[src/rtl/ireg_pkg.sv]
package ireg_pkg;
    localparam int DATA_W = 8;
    localparam int PTR_W  = 3;
    localparam int CNT_W  = 7;
    localparam int MODE_W = 2;

    typedef enum logic [PTR_W-1:0] {
        IX_COUNT  = 3'd0,
        IX_SPARE  = 3'd1,
        IX_CLKLO  = 3'd2,
        IX_CLKHI  = 3'd3,
        IX_TMO    = 3'd4,
        IX_UNLOCK = 3'd5,
        IX_MODE   = 3'd6
    } ix_e;

    localparam logic [DATA_W-1:0] KEY_FIRST  = 8'hA5;
    localparam logic [DATA_W-1:0] KEY_SECOND = 8'h5A;

    typedef enum logic [1:0] {UL_IDLE, UL_ARMED, UL_SKIP} ul_state_e;

    typedef struct packed {
        logic [DATA_W-1:0] clk_lo;
        logic [DATA_W-1:0] clk_hi;
        logic [DATA_W-1:0] tmo;
        logic              last;
        logic [CNT_W-1:0]  cnt;
        logic [MODE_W-1:0] mode;
    } cfg_t;

    localparam cfg_t CFG_DEF = '{clk_lo: 8'h9D, clk_hi: 8'h86, tmo: 8'hFF,
                                 last: 1'b0, cnt: '0, mode: '0};

    function automatic logic [DATA_W-1:0] read_mux(input cfg_t c, input logic [PTR_W-1:0] p);
        logic [DATA_W-1:0] r;
        case (p)
            IX_COUNT: r = {c.last, c.cnt};
            IX_CLKLO: r = c.clk_lo;
            IX_CLKHI: r = c.clk_hi;
            IX_TMO:   r = c.tmo;
            IX_MODE:  r = {{(DATA_W-MODE_W){1'b0}}, c.mode};
            default:  r = '0;
        endcase
        return r;
    endfunction
endpackage

[src/rtl/ireg_ptr.sv]
module ireg_ptr
    import ireg_pkg::*;
(
    input  logic             clk,
    input  logic             rst,
    input  logic             win_sel,
    input  logic             wr_en,
    input  logic             rd_en,
    input  logic [PTR_W-1:0] ptr_din,
    output logic [PTR_W-1:0] ptr,
    output logic             win_wr,
    output logic             key_wr,
    output logic             other_acc
);
    always_ff @(posedge clk) begin
        if (rst)
            ptr <= '0;
        else if (wr_en && !win_sel)
            ptr <= ptr_din;
    end

    always_comb begin
        win_wr    = wr_en && win_sel;
        key_wr    = win_wr && (ptr == IX_UNLOCK);
        other_acc = (wr_en || rd_en) && !key_wr;
    end

    AST_PTR_LOAD: assert property (@(posedge clk) disable iff (rst)
        (wr_en && !win_sel) |=> (ptr == $past(ptr_din)));
endmodule

[src/rtl/ireg_file.sv]
module ireg_file
    import ireg_pkg::*;
(
    input  logic              clk,
    input  logic              rst,
    input  logic              clear,
    input  logic              win_wr,
    input  logic [PTR_W-1:0]  ptr,
    input  logic [DATA_W-1:0] wr_data,
    output cfg_t              cfg
);
    always_ff @(posedge clk) begin
        if (rst || clear) begin
            cfg <= CFG_DEF;
        end else if (win_wr) begin
            case (ptr)
                IX_COUNT: {cfg.last, cfg.cnt} <= wr_data;
                IX_CLKLO: cfg.clk_lo <= wr_data;
                IX_CLKHI: cfg.clk_hi <= wr_data;
                IX_TMO:   cfg.tmo    <= wr_data;
                IX_MODE:  cfg.mode   <= wr_data[MODE_W-1:0];
                default:  ;
            endcase
        end
    end

    AST_CLEAR_DEFAULTS: assert property (@(posedge clk) disable iff (rst)
        $past(clear) |-> (cfg == CFG_DEF));

    AST_DEAD_PTR_HOLD: assert property (@(posedge clk) disable iff (rst)
        (win_wr && !clear && (ptr == IX_SPARE || ptr == IX_UNLOCK || ptr == 3'd7))
        |=> $stable(cfg));
endmodule

[src/rtl/ireg_unlock.sv]
module ireg_unlock
    import ireg_pkg::*;
(
    input  logic              clk,
    input  logic              rst,
    input  logic              key_wr,
    input  logic              other_acc,
    input  logic [DATA_W-1:0] wr_data,
    output logic              pulse
);
    ul_state_e st;

    always_ff @(posedge clk) begin
        if (rst) begin
            st    <= UL_IDLE;
            pulse <= 1'b0;
        end else begin
            pulse <= 1'b0;
            case (st)
                UL_IDLE:  if (key_wr && wr_data == KEY_FIRST) st <= UL_ARMED;
                UL_ARMED: begin
                    if (key_wr) begin
                        if (wr_data == KEY_SECOND) begin
                            pulse <= 1'b1;
                            st    <= UL_SKIP;
                        end else begin
                            st <= UL_IDLE;
                        end
                    end else if (other_acc) begin
                        st <= UL_IDLE;
                    end
                end
                UL_SKIP:  if (key_wr) st <= UL_IDLE;
                default:  st <= UL_IDLE;
            endcase
        end
    end

    AST_PULSE_ONE_CYCLE: assert property (@(posedge clk) disable iff (rst)
        pulse |=> !pulse);
    AST_PULSE_AFTER_KEY: assert property (@(posedge clk) disable iff (rst)
        pulse |-> $past(key_wr && wr_data == KEY_SECOND));
    AST_WRONG_KEY_IDLE: assert property (@(posedge clk) disable iff (rst)
        (st == UL_ARMED && key_wr && wr_data != KEY_SECOND) |=> (st == UL_IDLE && !pulse));
    AST_ABORT_IDLE: assert property (@(posedge clk) disable iff (rst)
        (st == UL_ARMED && other_acc) |=> (st == UL_IDLE && !pulse));
    AST_SKIP_SWALLOW: assert property (@(posedge clk) disable iff (rst)
        (st == UL_SKIP && key_wr) |=> (st == UL_IDLE && !pulse));
endmodule

[src/rtl/ireg_port.sv]
module ireg_port
    import ireg_pkg::*;
(
    input  logic              clk,
    input  logic              rst,
    input  logic              win_sel,
    input  logic              wr_en,
    input  logic              rd_en,
    input  logic [DATA_W-1:0] wr_data,
    output logic [DATA_W-1:0] rd_data,
    output logic              soft_rst,
    output logic [DATA_W-1:0] clk_lo_cnt,
    output logic [DATA_W-1:0] clk_hi_cnt,
    output logic [DATA_W-1:0] tmo_val,
    output logic [CNT_W-1:0]  xfer_cnt,
    output logic              last_byte,
    output logic [MODE_W-1:0] speed_mode
);
    logic [PTR_W-1:0] ptr;
    logic             win_wr, key_wr, other_acc;
    cfg_t             cfg;

    ireg_ptr u_ptr (
        .clk(clk), .rst(rst), .win_sel(win_sel), .wr_en(wr_en), .rd_en(rd_en),
        .ptr_din(wr_data[PTR_W-1:0]), .ptr(ptr), .win_wr(win_wr),
        .key_wr(key_wr), .other_acc(other_acc)
    );

    ireg_unlock u_unlock (
        .clk(clk), .rst(rst), .key_wr(key_wr), .other_acc(other_acc),
        .wr_data(wr_data), .pulse(soft_rst)
    );

    ireg_file u_file (
        .clk(clk), .rst(rst), .clear(soft_rst), .win_wr(win_wr),
        .ptr(ptr), .wr_data(wr_data), .cfg(cfg)
    );

    always_comb begin
        rd_data    = win_sel ? read_mux(cfg, ptr) : {{(DATA_W-PTR_W){1'b0}}, ptr};
        clk_lo_cnt = cfg.clk_lo;
        clk_hi_cnt = cfg.clk_hi;
        tmo_val    = cfg.tmo;
        xfer_cnt   = cfg.cnt;
        last_byte  = cfg.last;
        speed_mode = cfg.mode;
    end
endmodule

[config.mk]
export PLATFORM = sky130hd
export DESIGN_NAME = ireg_port
export DESIGN_NICKNAME = d
export VERILOG_FILES = /design/src/rtl/ireg_pkg.sv /design/src/rtl/ireg_ptr.sv /design/src/rtl/ireg_file.sv /design/src/rtl/ireg_unlock.sv /design/src/rtl/ireg_port.sv
export SDC_FILE = /design/constraint.sdc
export NUM_CORES = 1
export LEC_CHECK = 0
export BUFFER_PORTS_ARGS = -buffer_cell sky130_fd_sc_hd__buf_2
export CORE_MARGIN = 10
export CORE_UTILIZATION = 55
export DETAILED_ROUTE_END_ITERATION = 8
export GPL_TIMING_DRIVEN = 0
export PLACE_DENSITY = 0.92
export SLEW_MARGIN = 5
export SYNTH_ARGS = -nofsm -noshare
export SYNTH_HDL_FRONTEND = slang
export SYNTH_SLANG_ARGS = --single-unit
export TNS_END_PERCENT = 1
[constraint.sdc]
create_clock -name clk -period 2.2 [get_ports clk]
set_input_delay 0.11 -clock clk [delete_from_list [all_inputs] [get_ports clk]]
set_output_delay 0.11 -clock clk [all_outputs]
set_load 0.05 [all_outputs]
==> impl_metrics.env, run 1 <==
export IMPL_status="completed"
export IMPL_vias=1948
export IMPL_netlist_cell_type_count=37
export IMPL_worstPathRequired_ns=2.09
export IMPL_antenna_found_initial=0
export IMPL_path_class="reg -> out"
export IMPL_synth_edff_count=0
export IMPL_synth_seq_cells=40
export IMPL_worst_slew_pin_slew_ns=0.555
export IMPL_startpoint_type="flip-flop"
export IMPL_setup_violations=0
export IMPL_ant_nets=0
export IMPL_tns_ns=0
export IMPL_coreArea_mm2=0.00339
export IMPL_period_minus_slack_ns=2.12
export IMPL_rsz0062_at_grt="no"
export IMPL_final_nets=302
export IMPL_dp_hpwl_um=4390
export IMPL_worstSkewPairLatency_ns=0.36
export IMPL_path_max_fanout=10
export IMPL_crit_path_end_kind="output port"
export IMPL_slew_headroom_pct=62.8
export IMPL_boundaryPins=56
export IMPL_drt_first_pass_iters=4
export IMPL_synthArstFlopShare_pct=0
export IMPL_drtIter0Drc=176
export IMPL_routed_wl_um=5900
export IMPL_synth_area_mm2=0.00197
export IMPL_placed_area_mm2=0.00231
export IMPL_num_rows=21
export IMPL_routed_via_density=5.80
export IMPL_layout_drive_gt1_share_pct=26.6
export IMPL_die_x_um=79.9
export IMPL_post_route_drc_count=0
export IMPL_grt_max_degree=13
export IMPL_ys_flop_type="dfxtp_1"
export IMPL_path_clk_slew_ns=0.12
export IMPL_die_area_mm2=0.00639
export IMPL_start_util_pct=58.3
export IMPL_grt_pass1_wl_um=9330
export IMPL_root_buffer="clkbuf_4"
export IMPL_yosysSeqAreaShare_pct=40.6
export IMPL_p_leak_nw=1.08
export IMPL_clk_path_buf_depth=2
export IMPL_final_area_mm2=0.00241
export IMPL_syn_area_per_cell_um2=8.78
export IMPL_r2r_slack_ns=0.70
export IMPL_fin_crit_sh_pct=96.3
export IMPL_num_antenna_cells=0
export IMPL_critPathArrivalTime_ns=2.01
export IMPL_vdd_ir_drop_max_mv=0.476
export IMPL_hold_viol_final=0
export IMPL_skew_ns=0.0166
export IMPL_area_growth_syn_to_layout_pct=21.9
export IMPL_holdCritPathClass="in -> reg"
export IMPL_htreeDepth=2
export IMPL_cts_made_buffers=5
export IMPL_slew_viol_final=0
export IMPL_fmax_ghz=0.472
export IMPL_die_y_um=79.9
export IMPL_track_usage_pct=18.5
export IMPL_cts_tree="done"
export IMPL_gp_congestion=0.950
export IMPL_register_area_um2=801
export IMPL_yosysWarnings=0
export IMPL_cts_sinks=40
export IMPL_p_per_area_mw_per_mm2=627
export IMPL_syn_nets=238
export IMPL_io_buffers=55
export IMPL_nFillCells=260
export IMPL_syn_instance_count=225
export IMPL_globalRouteOverflowTotal=0
export IMPL_routedWlPerCell_um=17.6
export IMPL_cap_violations=0
export IMPL_multiInputGateArea_mm2=0.00109
export IMPL_first_global_vias=1931
export IMPL_post_cts_setup_buffer_count=0
[area by class of cell]
cell class / instances / area share [%]
clock inverter: 2 / 1.46
multi-input combinational: 168 / 45.3
timing repair buffer: 57 / 12.3
buffer: 16 / 3.48
sequential: 40 / 33.3
tap: 46 / 2.39
inverter: 1 / 0.156
clock buffer: 6 / 1.72
[worst max-delay path, stage by stage (launching register included)]
cell and delay, ns:
dfxtp_1 0.32, buf_2 0.19, clkbuf_1 0.43, nand3_1 0.15, o22ai_1 0.17, o21a_1 0.14
buf_2 0.26
[per-stage QoR]
| stage | power [mW] | worst slack (ns) | hold slack, ns | instances | util [%] |
|---|---|---|---|---|---|
| finish | 1.51 | 0.0815 | 0.0363 | 336 | 71.0 |
| global route | 1.56 | 0.00137 | 0.0292 | 336 | 71.0 |
| CTS | 1.51 | 0.0421 | 0.0232 | 336 | 70.9 |
| detailed placement | 1.03 | 0.384 | 0.392 | 326 | 68.1 |
| global placement | 1.03 | 0.416 | 0.378 | 326 | 68.1 |
| floorplan | 0.955 | 0.0484 | 0.182 | 225 | - |
[cells in the final DEF, fill, tap and decap left out, types with 2 or more instances in the layout]
cell / n
and3_1: 5
dlygate4sd3_1: 2
dfxtp_1: 40
clkbuf_4: 5
buf_6: 2
nand2b_1: 5
buf_2: 59
and3b_1: 2
nor4bb_1: 2
nor2_1: 35
nand3_1: 10
clkbuf_1: 8
mux2i_1: 40
o21ai_0: 6
o21a_1: 6
clkbuf_2: 3
a21oi_1: 5
o22ai_1: 5
nand2_1: 23
or2_2: 2
nand3b_1: 2
o211ai_1: 3
[path summary, 6_finish.rpt]
kind | start | end | cells past startpoint
hold / removal | wr_data[4] | u_file.cfg[22]$_SDFFE_PP0P_ | 3
setup / recovery | u_ptr.ptr[0]$_SDFFE_PP0P_ | rd_data[4] | 6
setup reg to reg | u_ptr.ptr[0]$_SDFFE_PP0P_ | u_unlock.st[0]$_SDFFE_PP0P_ | 4
hold reg to reg | u_file.cfg[8]$_SDFFE_PP0P_ | u_file.cfg[8]$_SDFFE_PP0P_ | 2
[repair_timing]
action / in CTS / in global routing
hold endpoints to repair: 2 / 0
gates resized for setup: 1 / 4
pin swaps: 0 / 0
hold buffers: 2 / 0
endpoints found under the setup margin: 1 / 6
[routing by layer]
metal	global-route usage, %	wire length (um)
met1	21.3	2410
met2	28.4	2690
met3	7.88	701
met4	10.2	102
met5	0	0
[power breakdown]
group	internal [mW]	leakage, nW	total, mW	switching [mW]
clock network	0.238	0.0422	0.486	0.247
logic	0.0812	0.718	0.277	0.196
registers	0.738	0.324	0.747	0.00914
[state kept, by name (all words and copies together), names as in the netlist]
name            count
u_ptr.ptr           3
u_file.cfg         34
u_unlock.st         2
u_unlock.pulse      1
[cells by family (layout without fill, tap and decap cells)]
family          Yosys count  count (layout)  synth area share (%)
flops                    40              40                  40.6
compound gates           32              32                  10.6
buf+inv                  17              82                  4.25
mux                      41              41                  20.8
simple gates             95              95                  23.7
[cell usage after synthesis, drive strengths merged (2+ instances only)]
master / number / share of area, %
dfxtp: 40 / 41
mux2i: 40 / 20
nor2: 37 / 7.5
nand2: 23 / 4.4
nand3: 11 / 3.0
clkbuf: 10 / 1.9
buf: 6 / 2.2
o21a: 6 / 2.3
o21ai: 6 / 1.5
a21oi: 5 / 1.3
and3: 5 / 1.6
nand2b: 5 / 1.6
o22ai: 5 / 1.6
o211ai: 3 / 1.1
or2: 3 / 0.95
and3b: 2 / 0.89
nand3b: 2 / 0.76
nor4bb: 2 / 1.0
(Power assumes the default switching activity.)
==> inputs of run 2 (changes only) <==
- CORE_UTILIZATION: 55 -> 46
- PLACE_DENSITY: 0.92 -> 0.83
- clock period: 2.2 -> 1.9 ns (I/O delays scaled with it)
==> impl_metrics.env, run 2 (synthesis results as in run 1) <==
export IMPL_status="completed"
export IMPL_placed_cells=330
export IMPL_slowest_delay_ns=0.32
export IMPL_gp_congestion=0.906
export IMPL_startpoint_type="flip-flop"
export IMPL_post_route_util_pct=60.2
export IMPL_drt_first_pass_iters=4
export IMPL_slew_viol_final=0
export IMPL_root_buffer="clkbuf_8"
export IMPL_period_minus_slack_ns=1.83
export IMPL_cts_sinks=40
export IMPL_final_nets=300
export IMPL_slew_headroom_pct=64.3
export IMPL_cap_violations=0
export IMPL_critPathArrivalTime_ns=1.73
export IMPL_worstSkewPairLatency_ns=0.30
export IMPL_hold_viol_final=0
export IMPL_crit_path_end_kind="output port"
export IMPL_die_x_um=85.5
export IMPL_crit_end="rd_data[5]"
export IMPL_track_usage_pct=16.7
export IMPL_crit_chain="buf_2 -> buf_6 -> mux2i_2 -> o22ai_2 -> o21a_1 -> buf_6"
export IMPL_num_antenna_cells=0
export IMPL_cts_made_buffers=5
export IMPL_fin_crit_sh_pct=96.1
export IMPL_crit_start="u_ptr.ptr[1]$_SDFFE_PP0P_"
export IMPL_post_route_drc_count=0
export IMPL_crit_slowest_cell="dfxtp_1"
export IMPL_layout_drive_gt1_share_pct=28.8
export IMPL_top_register="u_file.cfg"
export IMPL_routed_wl_um=6070
export IMPL_path_max_fanout=10
export IMPL_routed_via_density=5.72
export IMPL_start_util_pct=48.3
export IMPL_path_clk_slew_ns=0.08
export IMPL_die_area_mm2=0.00731
export IMPL_path_class="reg -> out"
export IMPL_first_global_vias=2048
export IMPL_vdd_ir_drop_max_mv=0.675
export IMPL_area_growth_syn_to_layout_pct=24.7
export IMPL_vias=1933
export IMPL_skew_ns=0.00256
export IMPL_largest_register_ff_count=34
export IMPL_r2r_slack_ns=0.38
export IMPL_routedWlPerCell_um=18.0
export IMPL_placed_area_mm2=0.00232
export IMPL_reg2regPathDepth=4
export IMPL_post_cts_setup_buffer_count=0
export IMPL_num_rows=23
export IMPL_fmax_ghz=0.548
export IMPL_dp_hpwl_um=4480
export IMPL_cts_tree="done"
export IMPL_worstPathRequired_ns=1.80
export IMPL_nFillCells=371
export IMPL_ant_nets=0
export IMPL_htreeDepth=2
export IMPL_cts_hold_buf=0
export IMPL_grt_pass1_wl_um=10000
export IMPL_drtIter0Drc=132
export IMPL_p_leak_nw=1.09
export IMPL_top_regs="u_file.cfg (34), u_ptr.ptr (3), u_unlock.st (2)"
export IMPL_fin_cells=338
export IMPL_setup_violations=0
export IMPL_p_per_area_mw_per_mm2=728
export IMPL_die_y_um=85.5
export IMPL_mostFrequentLayoutCells="buf_2, dfxtp_1, mux2i_1"
export IMPL_layout_commonest_cell="buf_2"
export IMPL_globalRouteOverflowTotal=0
export IMPL_final_area_mm2=0.00246
export IMPL_hold_ws_ns=0.0635
export IMPL_rr_startpoint="u_ptr.ptr[1]$_SDFFE_PP0P_"
export IMPL_r2r_end="u_file.cfg[5]$_SDFFE_PP0P_"
export IMPL_grt_max_degree=12
export IMPL_worst_slew_pin_slew_ns=0.535
export IMPL_cp_common_cell="buf_6"
export IMPL_antenna_found_initial=0
export IMPL_io_buffers=55
export IMPL_holdCritPathClass="in -> reg"
export IMPL_clk_path_buf_depth=2
export IMPL_coreArea_mm2=0.00409
export IMPL_rsz0062_at_grt="yes"
export IMPL_boundaryPins=56
[run 2: critical path, delay by kind of cell, from the launching register on]
| kind | cells | cell delay [ns] |
|---|---|---|
| AO/OA/AOI/OAI | 2 | 0.31 |
| buffers and inverters | 3 | 0.55 |
| flip-flops | 1 | 0.32 |
| multiplexers | 1 | 0.25 |
[run 2: what timing repair did]
item	in CTS	in global routing
resized for setup	14	10
gates cloned	0	0
setup endpoints to repair	8	8
[run 2: area by class of cell]
class | instances | area (um2) | area share, %
flip-flops and latches | 40 | 801 | 32.5
multi-input cells | 168 | 1110 | 45.1
clock buffers | 8 | 90.1 | 3.66
repair buffers | 55 | 294 | 11.9
plain buffers | 16 | 100 | 4.07
inverters | 1 | 3.75 | 0.153
well taps | 50 | 62.6 | 2.54
[run 2: report_power, final]
group,internal [mW],switching (mW)
clock,0.296,0.298
sequential,0.854,0.0111
combinational,0.104,0.229
total,1.25,0.538
[run 2: worst min-delay path by stage]
stage,startpoint,end,cells after the start
floorplan,rst,u_ptr.ptr[0]$_SDFFE_PP0P_,1
global placement,rst,u_ptr.ptr[0]$_SDFFE_PP0P_,2
detailed placement,rst,u_ptr.ptr[0]$_SDFFE_PP0P_,2
CTS,rd_en,u_unlock.st[0]$_SDFFE_PP0P_,4
global route,rst,u_ptr.ptr[0]$_SDFFE_PP0P_,2
finish,rd_en,u_unlock.st[0]$_SDFFE_PP0P_,4
[run 2: layer usage]
metal | global-route usage (%) | wire [um] | part of all wire [%] | up-vias
li1 | - | - | - | 910
met1 | 20.0 | 2600 | 43 | 924
met2 | 27.0 | 2840 | 47 | 83
met3 | 5.11 | 482 | 7.9 | 16
met4 | 6.59 | 150 | 2.5 | 0
met5 | 0 | 0 | 0 | -
[run 2: metrics by stage]
step	setup WS [ns]	power, mW	TNS, ns
after CTS	0.0157	1.78	0
after floorplan	0.0492	1.11	0
after detailed placement	0.0171	1.20	0
after global placement	0.0456	1.20	0
final	0.0736	1.79	0
after global routing	-0.00348	1.86	-0.00459
